**src/rtl/kwdt_pkg.sv**
```systemverilog
package kwdt_pkg;
  localparam int CNT_W   = 32;
  localparam int THR_LSB = 10;
  localparam int THR_W   = CNT_W - THR_LSB;
  localparam int ST_W    = 3;

  localparam logic [CNT_W-1:0] KICK_KEY = 32'h0000_4755;

  // word indices (byte offset / 4)
  localparam int W_COUNT  = 0;
  localparam int W_RELOAD = 1;
  localparam int W_KICK   = 2;
  localparam int W_CTRL   = 3;
  localparam int W_STAT   = 4;
  localparam int W_CLEAR  = 5;

  // control bit positions
  localparam int CB_RUN   = 0;
  localparam int CB_RST   = 1;
  localparam int CB_PRE   = 2;
  localparam int CB_EXT   = 3;
  localparam int CB_TICK  = 4;
  localparam int CB_SCOPE = 5;
  localparam int CB_ALT   = 7;

  // status bit positions
  localparam int SB_EXPIRED = 0;
  localparam int SB_ALT     = 1;
  localparam int SB_PRE     = 2;
endpackage

```
**src/rtl/kwdt_rst_sync.sv**
```systemverilog
module kwdt_rst_sync (
  input  logic clk,
  input  logic rst_n,
  output logic rst_n_sync
);
  logic [1:0] sync_q;

  always_ff @(posedge clk or negedge rst_n) begin
    if (!rst_n) sync_q <= 2'b00;
    else        sync_q <= {sync_q[0], 1'b1};
  end

  assign rst_n_sync = sync_q[1];
endmodule

```
**src/rtl/kwdt_prescaler.sv**
```systemverilog
module kwdt_prescaler #(
  parameter int DIV = 4
) (
  input  logic clk,
  input  logic rst_n,
  output logic tick
);
  localparam int PW = (DIV > 1) ? $clog2(DIV) : 1;
  localparam logic [PW-1:0] LAST = PW'(DIV - 1);

  logic [PW-1:0] pc_q, pc_d;

  always_comb begin
    tick = (pc_q >= LAST);
    pc_d = tick ? '0 : pc_q + PW'(1);
  end

  always_ff @(posedge clk or negedge rst_n) begin
    if (!rst_n) pc_q <= '0;
    else        pc_q <= pc_d;
  end
endmodule

```
**src/rtl/kwdt_regfile.sv**
```systemverilog
module kwdt_regfile
  import kwdt_pkg::*;
#(
  parameter int ADDR_W = 5
) (
  input  logic              clk,
  input  logic              rst_n,
  input  logic              bus_valid,
  input  logic              bus_write,
  input  logic [ADDR_W-1:0] bus_addr,
  input  logic [CNT_W-1:0]  bus_wdata,
  output logic [CNT_W-1:0]  bus_rdata,
  input  logic [CNT_W-1:0]  cnt_val,
  input  logic              fire,
  input  logic              pre_hit,
  output logic [CNT_W-1:0]  ctrl_q,
  output logic [CNT_W-1:0]  reload_q,
  output logic              kick,
  output logic              run_rise,
  output logic [ST_W-1:0]   stat_q
);
  localparam int WORD_W = ADDR_W - 2;

  logic [WORD_W-1:0] word;
  logic              wr;
  logic              clr;
  logic [CNT_W-1:0]  ctrl_d, reload_d;
  logic [ST_W-1:0]   stat_d, stat_set;

  assign word = bus_addr[ADDR_W-1:2];

  always_comb begin
    wr       = bus_valid && bus_write && (bus_addr[1:0] == 2'b00);
    kick     = wr && (word == WORD_W'(W_KICK)) && (bus_wdata == KICK_KEY);
    run_rise = wr && (word == WORD_W'(W_CTRL)) && bus_wdata[CB_RUN] && !ctrl_q[CB_RUN];
    clr      = wr && (word == WORD_W'(W_CLEAR)) && bus_wdata[0];

    ctrl_d   = (wr && word == WORD_W'(W_CTRL))   ? bus_wdata : ctrl_q;
    reload_d = (wr && word == WORD_W'(W_RELOAD)) ? bus_wdata : reload_q;

    stat_set             = '0;
    stat_set[SB_EXPIRED] = fire;
    stat_set[SB_ALT]     = fire && ctrl_q[CB_ALT];
    stat_set[SB_PRE]     = pre_hit;
    stat_d = clr ? '0 : (stat_q | stat_set);
  end

  always_ff @(posedge clk or negedge rst_n) begin
    if (!rst_n) begin
      ctrl_q   <= '0;
      reload_q <= '1;
      stat_q   <= '0;
    end else begin
      ctrl_q   <= ctrl_d;
      reload_q <= reload_d;
      stat_q   <= stat_d;
    end
  end

  always_comb begin
    case (word)
      WORD_W'(W_COUNT):  bus_rdata = cnt_val;
      WORD_W'(W_RELOAD): bus_rdata = reload_q;
      WORD_W'(W_CTRL):   bus_rdata = ctrl_q;
      WORD_W'(W_STAT):   bus_rdata = {{(CNT_W-ST_W){1'b0}}, stat_q};
      default:           bus_rdata = '0;
    endcase
  end

  // the early-warning flag is sticky until cleared
  a_r9_irq_sticky: assert property (@(posedge clk) disable iff (!rst_n)
    stat_q[SB_PRE] && !clr |=> stat_q[SB_PRE]);

  // a clear write empties the status on the next edge
  a_r10_clear_wins: assert property (@(posedge clk) disable iff (!rst_n)
    clr |=> (stat_q == '0));

  // a key-port or count-port write never alters the control word
  a_r2_ctrl_only_own_word: assert property (@(posedge clk) disable iff (!rst_n)
    !(wr && word == WORD_W'(W_CTRL)) |=> $stable(ctrl_q));
endmodule

```
**src/rtl/kwdt_counter.sv**
```systemverilog
module kwdt_counter
  import kwdt_pkg::*;
(
  input  logic             clk,
  input  logic             rst_n,
  input  logic             en,
  input  logic             step,
  input  logic             kick,
  input  logic             run_rise,
  input  logic [CNT_W-1:0] reload,
  input  logic             rst_en,
  input  logic             ext_en,
  input  logic             pre_en,
  input  logic [THR_W-1:0] thr,
  input  logic [1:0]       scope_in,
  output logic [CNT_W-1:0] cnt_q,
  output logic             fire,
  output logic             pre_hit,
  output logic             rst_req,
  output logic             ext_trig,
  output logic [1:0]       rst_scope
);
  logic             halt_q, halt_d;
  logic             run;
  logic [CNT_W-1:0] cnt_d;
  logic [CNT_W-1:0] thr_full;

  always_comb begin
    run      = en && !halt_q && step;
    fire     = !kick && run && (cnt_q <= CNT_W'(1));
    thr_full = {thr, {THR_LSB{1'b0}}};
    pre_hit  = en && pre_en && !halt_q && (thr != '0) && (cnt_q == thr_full);

    cnt_d = cnt_q;
    if (kick)     cnt_d = reload;
    else if (run) cnt_d = fire ? '0 : cnt_q - CNT_W'(1);

    halt_d = halt_q;
    if (kick || run_rise) halt_d = 1'b0;
    else if (fire)        halt_d = 1'b1;
  end

  always_ff @(posedge clk or negedge rst_n) begin
    if (!rst_n) begin
      cnt_q     <= '1;
      halt_q    <= 1'b0;
      rst_req   <= 1'b0;
      ext_trig  <= 1'b0;
      rst_scope <= 2'b00;
    end else begin
      cnt_q    <= cnt_d;
      halt_q   <= halt_d;
      rst_req  <= fire && rst_en;
      ext_trig <= fire && ext_en;
      if (fire) rst_scope <= scope_in;
    end
  end

  // a key write loads the reload value
  a_r3_kick_loads: assert property (@(posedge clk) disable iff (!rst_n)
    kick |=> (cnt_q == $past(reload)));

  // disabled counter holds
  a_r4_hold_when_off: assert property (@(posedge clk) disable iff (!rst_n)
    !en && !kick |=> $stable(cnt_q));

  // reset request is a single-cycle pulse and coincides with a zero count
  a_r6_single_pulse: assert property (@(posedge clk) disable iff (!rst_n)
    rst_req |=> !rst_req);
  a_r6_zero_at_pulse: assert property (@(posedge clk) disable iff (!rst_n)
    rst_req |-> (cnt_q == '0));

  // once halted the count does not move without a key write
  a_r7_halted_hold: assert property (@(posedge clk) disable iff (!rst_n)
    halt_q && !kick |=> $stable(cnt_q));
endmodule

```
**src/rtl/keyed_wdt.sv**
```systemverilog
module keyed_wdt
  import kwdt_pkg::*;
#(
  parameter int CLK_HZ  = 250_000_000,
  parameter int TICK_HZ = 1_000_000,
  parameter int ADDR_W  = 5
) (
  input  logic              clk,
  input  logic              rst_n,
  input  logic              bus_valid,
  input  logic              bus_write,
  input  logic [ADDR_W-1:0] bus_addr,
  input  logic [31:0]       bus_wdata,
  output logic [31:0]       bus_rdata,
  output logic              rst_req,
  output logic [1:0]        rst_scope,
  output logic              ext_trig,
  output logic              boot_alt,
  output logic              irq
);
  localparam int DIV = (CLK_HZ / TICK_HZ > 0) ? CLK_HZ / TICK_HZ : 1;

  logic             rs_n;
  logic             tick, step;
  logic [CNT_W-1:0] ctrl_q, reload_q, cnt_q;
  logic             kick, run_rise, fire, pre_hit;
  logic [ST_W-1:0]  stat_q;

  kwdt_rst_sync u_rst_sync (
    .clk        (clk),
    .rst_n      (rst_n),
    .rst_n_sync (rs_n)
  );

  kwdt_prescaler #(.DIV(DIV)) u_prescaler (
    .clk   (clk),
    .rst_n (rs_n),
    .tick  (tick)
  );

  assign step = ctrl_q[CB_TICK] ? tick : 1'b1;

  kwdt_regfile #(.ADDR_W(ADDR_W)) u_regfile (
    .clk       (clk),
    .rst_n     (rs_n),
    .bus_valid (bus_valid),
    .bus_write (bus_write),
    .bus_addr  (bus_addr),
    .bus_wdata (bus_wdata),
    .bus_rdata (bus_rdata),
    .cnt_val   (cnt_q),
    .fire      (fire),
    .pre_hit   (pre_hit),
    .ctrl_q    (ctrl_q),
    .reload_q  (reload_q),
    .kick      (kick),
    .run_rise  (run_rise),
    .stat_q    (stat_q)
  );

  kwdt_counter u_counter (
    .clk       (clk),
    .rst_n     (rs_n),
    .en        (ctrl_q[CB_RUN]),
    .step      (step),
    .kick      (kick),
    .run_rise  (run_rise),
    .reload    (reload_q),
    .rst_en    (ctrl_q[CB_RST]),
    .ext_en    (ctrl_q[CB_EXT]),
    .pre_en    (ctrl_q[CB_PRE]),
    .thr       (ctrl_q[CNT_W-1:THR_LSB]),
    .scope_in  (ctrl_q[CB_SCOPE+1:CB_SCOPE]),
    .cnt_q     (cnt_q),
    .fire      (fire),
    .pre_hit   (pre_hit),
    .rst_req   (rst_req),
    .ext_trig  (ext_trig),
    .rst_scope (rst_scope)
  );

  assign boot_alt = stat_q[SB_ALT];
  assign irq      = stat_q[SB_PRE];

  // alternate-boot flag only rises on an expiry
  a_r8_alt_from_expiry: assert property (@(posedge clk) disable iff (!rs_n)
    $rose(boot_alt) |-> $past(fire));

  // in prescaled mode the count never moves on two adjacent edges
  a_r5_prescaled_gap: assert property (@(posedge clk) disable iff (!rs_n)
    (DIV > 1) && ctrl_q[CB_TICK] && $past(ctrl_q[CB_TICK]) && !kick && !$past(kick)
      && ($past(cnt_q) != cnt_q) |=> (kick || $stable(cnt_q)));
endmodule

```
**config.mk**
```make
export PLATFORM = sky130hd
export DESIGN_NAME = keyed_wdt
export DESIGN_NICKNAME = d
export VERILOG_FILES = /design/src/rtl/kwdt_pkg.sv /design/src/rtl/kwdt_rst_sync.sv /design/src/rtl/kwdt_prescaler.sv /design/src/rtl/kwdt_regfile.sv /design/src/rtl/kwdt_counter.sv /design/src/rtl/keyed_wdt.sv
export SDC_FILE = /design/constraint.sdc
export NUM_CORES = 1
export LEC_CHECK = 0
export CAP_MARGIN = 20
export CORE_MARGIN = 2
export CORE_UTILIZATION = 51
export DETAILED_ROUTE_END_ITERATION = 12
export PLACE_DENSITY = 0.76
export SYNTH_ARGS = -nofsm -noshare
export SYNTH_HDL_FRONTEND = slang
export SYNTH_SLANG_ARGS = --single-unit
export TNS_END_PERCENT = 10
```
**constraint.sdc**
```tcl
create_clock -name clk -period 3.23 [get_ports clk]
set_clock_uncertainty 0.2 [all_clocks]
set_input_delay 0.969 -clock clk [delete_from_list [all_inputs] [get_ports clk]]
set_output_delay 0.969 -clock clk [all_outputs]
set_load 0.03 [all_outputs]
```
; After elaboration in Yosys (flattened, before gate mapping)
; Cells that the tools add are included.
[word_totals]
register_bits = 114
inputBits = 41
out_inout_bits = 38
wordCells = 61
[op_classes]
n_addsub = 2
magnitude_cmp = 2
eq_ne = 7
muxes = 9
bitwise = 1
n_reduce_logical = 30
[ops]
columns = cell, n
row1 = $pmux 32 s4, 1
row2 = $mux 32, 3
row3 = $eq 32x15->1 const B, 1
row4 = $eq 32x32->1, 1
row5 = $le 32x1->1 const B, 1
row6 = $sub 32x1->32 const B, 1
row7 = $reduce_bool 22->1, 1
row8 = $logic_and 1x1->1, 21
row9 = $add 8x1->8 const B, 1
row10 = $ge 8x8->1 const B, 1
row11 = $mux 8, 1
row12 = $eq 3x2->1 const B, 2
row13 = $eq 3x3->1 const B, 2
row14 = $reduce_bool 2->1, 2
row15 = $eq 3x1->1 const B, 1
row16 = $logic_not 1->1, 3
row17 = $logic_not 3->1, 1
row18 = $mux 1, 3
row19 = $mux 3, 1
row20 = $or 3x3->3, 1
row21 = $logic_not 2->1, 1
row22 = $logic_or 1x1->1, 1

; Logic depth before layout (Yosys ltp)
[depth]
depth_word = 10
mapped_depth = 9
ltp_nobuf = 8

; Modules after synthesis
; Synthesis repeated with hierarchy kept, for this count alone.
[hier_totals]
hier_cells = 597
hier_area_um2 = 6653.9
[by_module_without_submodules]
columns = mod, n_inst, cells_per_inst, area_per_inst_um2, seq_area_each_um2
row1 = kwdt_regfile, 1, 277, 3639.7, 1716.6
row2 = kwdt_counter, 1, 274, 2533.7, 965.9
row3 = kwdt_prescaler, 1, 42, 420.4, 200.2
row4 = kwdt_rst_sync, 1, 3, 53.8, 50.0
row5 = keyed_wdt, 1, 1, 6.3, 0.0

; Worst setup path before layout
; No wires, ideal clock.
[synth_path]
path_type = in2out
from = in bus_addr[2]
to = out bus_rdata[10]
arrival_time_ns = 2.444
required_time_ns = 2.061
path_slack_ns = -0.383
stages = 6
n_path_buf = 3
path_cell_list = clkbuf_1 > nor2_1 > clkbuf_1 > buf_1 > a22oi_1 > nor2_1
[synth_via]
elab_chain_len = 2
word_cells_on_any_way = 5
cone_classes = eq/ne: 3 / mux: 1 / reduce/logical: 1
[synth_rtl]
columns = item, line_no
row1 = "start, declared", keyed_wdt.sv:12  ; input logic [ADDR_W-1:0] bus_addr,
row2 = $eq 3x3->1 (tied with other cells), kwdt_regfile.sv:61  ; case (word)
row3 = $pmux 32 s4 *, kwdt_regfile.sv:61
row4 = "end, declared", keyed_wdt.sv:14  ; output logic [31:0] bus_rdata,
; Mark *: on every way between the ends. The rest lies on a longest branch, timed or not.

; Worst setup path after layout
[layout_path]
from = in bus_addr[3]
to = out bus_rdata[5]
; The elaborated chain is that of the path after synthesis.

==> impl_results.md <==
* Vias in the first global route at between 6k and 7k
* Pin count of the biggest net entering global routing at 46
* GRT Total Usage at 0.316
* Area growth, synth to finish at 33.4%
* Synth Flop Type: dfstp_2
* Initial Utilization at 0.522
* Synth Instances at 654
* Fin util at 0.696
* Maximum VDD drop at 0.389 mV
* Chip height at 117 um
* Tightest Pin Transition at 0.657 ns
* Switching power at around 1.3 mW
* Antenna viol nets, final at 0
* Combinational Power Share at 0.186
* Ys async rst share at 1.00
* Worst min path class: reg2async
* Clock buffer count from CTS at 17
* First-pass GRT wire length at 33800 um
* Final Critical Period at between 3 and 4 ns
* Clock sink count at 114
* Most common cell after layout, fill and taps aside: buf_4
* TritonCTS clock tree: done
* Yosys cell types at 50
* Num rows at 41
* P_int at 3.20 mW
* Fmax at about 0.31 GHz
* Leakage at 3.68 nW
* Worst Path Max Fanout at 10
* Die area at around 0.014 mm2
* RSZ-0062 raised after global routing: yes
* CP startpoint kind: input port
* Core ar. at 0.0126 mm2
* Clock slew at reported path FFs at 0.06 ns
* Vias per cell at 6.17
* I/O pin total at between 70 and 80
* Seq/Total Area, Yosys at 0.447
* Routability cong. at 1.00
* CTS H-Tree Depth at 4
* Avg Inst Size Synth at 10.0 um2
* Nets at between 800 and 900
* Number of flops mapped to enable cells by yosys at 0
* Max-Cap Viols at 0
* Ys Warns at 0
* Yosys reg bits at between 100 and 150
* Relative slew slack at 0.562
* Fin. Hold Viols at 0
* Commonest non-fill, non-tap cells in the layout: buf_4, mux2_2, nor2_1
* Post-route setup slack at 0.00351 ns
* WP data required at 2.06 ns
* Final setup viols at 0
* Total grt overflow at 0
* Layout cells sized above 1 at 0.423
* Hold-fix buffers, CTS at 0
* Post-Syn Nets at 700
* Fin. max-slew vios at 0
* Vias at 6055
* Pwr Density at 509 mW/mm2
* Critical path arrival at 2.06 ns
* Critical path capture point type: output port
* DRC violations left at 0
* DPL Wire Length at 15400 um
* Post-place setup slack at -0.574 ns
* Initial antenna violation count at 0
* DRT iter0 DRCs at around 470
* Sw Share at 0.281
* Cell Area, Synth at 0.00656 mm2
* Final wirelength at 21400 um
* Post-route clock period utilization at 0.999
* Status: complete, no violations
* Sequential Power Share at 0.412
* Clk_lat worst skew at 0.42 ns
* Clock tree buffer depth at 2
* Crit Path Category: in2out
* Wire per inst at 21.9 um
* CTS root buf: clkbuf_16
* Pre-antenna DRT Iters at 5
* ANT cells at 0
* Die width at ~120 um
* Input/output buffers at 78
* Clk network pwr share at 0.402
* Fill count at 961
==> kinds of logic (layout without fill, tap and decap cells) <==
logic type | after synthesis | after routing | synth area share
compound gates | 133 | 133 | 0.132
xor+xnor | 26 | 26 | 0.0347
fa+ha+maj | 5 | 5 | 0.00954
buf+inv | 52 | 207 | 0.0305
flops | 114 | 114 | 0.447
mux | 98 | 98 | 0.167
other cells | 1 | 1 | 0.000572
simple gates | 225 | 225 | 0.178
==> worst max-delay path, cell delays in order <==
cell and delay (ns):
buf_8 0.14, buf_4 0.19, mux2_2 0.35, a22oi_1 0.18, nor2_2 0.06, buf_4 0.17
==> metal layers <==
metal	vias to the layer above	GRT usage	routed length (um)
li1	2712	-	-
met1	3021	0.404	8860
met2	270	0.521	10500
met3	52	0.0739	1370
met4	0	0.123	714
met5	-	0	0
==> synth_stat cells (all sizes together), types with 2 or more instances <==
master	count	share of area
or3	10	0.010
nor2b	3	0.0029
ha	5	0.0095
o21ai	30	0.023
a21oi	21	0.016
nand3b	2	0.0023
xnor2	2	0.0027
dfrtp	50	0.19
nor3	13	0.0099
a22oi	32	0.037
nor4bb	4	0.0061
dfstp	64	0.26
o31a	2	0.0027
inv	9	0.0052
nand4	9	0.0086
o22ai	2	0.0019
nand2	35	0.020
or4	10	0.013
and2	5	0.0048
nand3	13	0.0099
xor2	24	0.032
a31oi	19	0.018
o311ai	2	0.0027
nor4b	4	0.0063
buf	6	0.0042
clkbuf	37	0.021
o21a	9	0.010
nor2	82	0.047
or3b	3	0.0040
mux2i	7	0.011
mux2	91	0.16
o221ai	3	0.0040
nor4	23	0.022
nand2b	2	0.0019
o31ai	6	0.0069
o41ai	3	0.0040
or4b	4	0.0061
==> repair_timing <==
action	CTS	global route
setup buffers	3	3
gates resized for setup	19	13
cloned	0	1
pin swaps	3	3
setup endpoints to repair	50	45
==> worst paths after layout <==
check,from,end,slack [ns],depth (start not counted)
worst max-delay path,bus_addr[3],bus_rdata[5],0.004,6
worst min-delay path,u_rst_sync.sync_q[1]$_DFF_PN0_,u_regfile.ctrl_q[17]$_DFFE_PN0P_,0.15,0
worst max register to register,u_prescaler.pc_q[0]$_DFF_PN0_,u_counter.cnt_q[30]$_DFFE_PN1P_,0.16,8
worst min register to register,u_rst_sync.sync_q[1]$_DFF_PN0_,u_regfile.ctrl_q[17]$_DFFE_PN0P_,0.15,0
max in group asynchronous,u_rst_sync.sync_q[1]$_DFF_PN0_,u_counter.cnt_q[2]$_DFFE_PN1P_,1.79,1
min in group clk,u_rst_sync.sync_q[0]$_DFF_PN0_,u_rst_sync.sync_q[1]$_DFF_PN0_,0.15,0
==> sequential cells by signal, indices dropped and copies added (netlist names) <==
register and count:
u_regfile.reload_q 32, u_counter.rst_scope 2, u_rst_sync.sync_q 2, u_counter.halt_q 1
u_regfile.ctrl_q 32, u_counter.rst_req 1, u_counter.ext_trig 1, u_counter.cnt_q 32
u_regfile.stat_q 3, u_prescaler.pc_q 8
==> power groups by stage <==
stage	logic, mW	clock network, mW	registers [mW]
4_1_cts	0.807	1.81	1.83
3_5_place_dp	0.784	0	1.85
3_3_place_gp	0.766	0	1.84
5_1_grt	0.898	1.88	1.85
6_report	0.827	1.79	1.83
2_1_floorplan	0.504	0	1.76
==> per-stage QoR <==
step                std cells  power, mW  setup TNS (ns)  cell area [um2]  hold slack (ns)
floorplan                 654       2.26           -1.94             6590            0.131
global placement          942       2.60          -27.23             8000            0.135
detailed placement        942       2.63          -28.71             8000            0.137
CTS                       977       4.44         -0.0593             8650            0.149
global route              981       4.63          -0.134             8740            0.154
finish                    981       4.45               0             8740            0.148
==> final cells by class <==
| type | count | area [um2] | share of cell area |
|---|---|---|---|
| flip-flops and latches | 114 | 2940 | 0.336 |
| repair buffers | 166 | 1460 | 0.167 |
| multi-input cells | 488 | 3530 | 0.404 |
| well taps | 172 | 215 | 0.0246 |
| clock buffers | 27 | 513 | 0.0587 |
| clock inverters | 5 | 50.0 | 0.00572 |
| inverters | 9 | 33.8 | 0.00386 |
(Power assumes the default switching activity.)
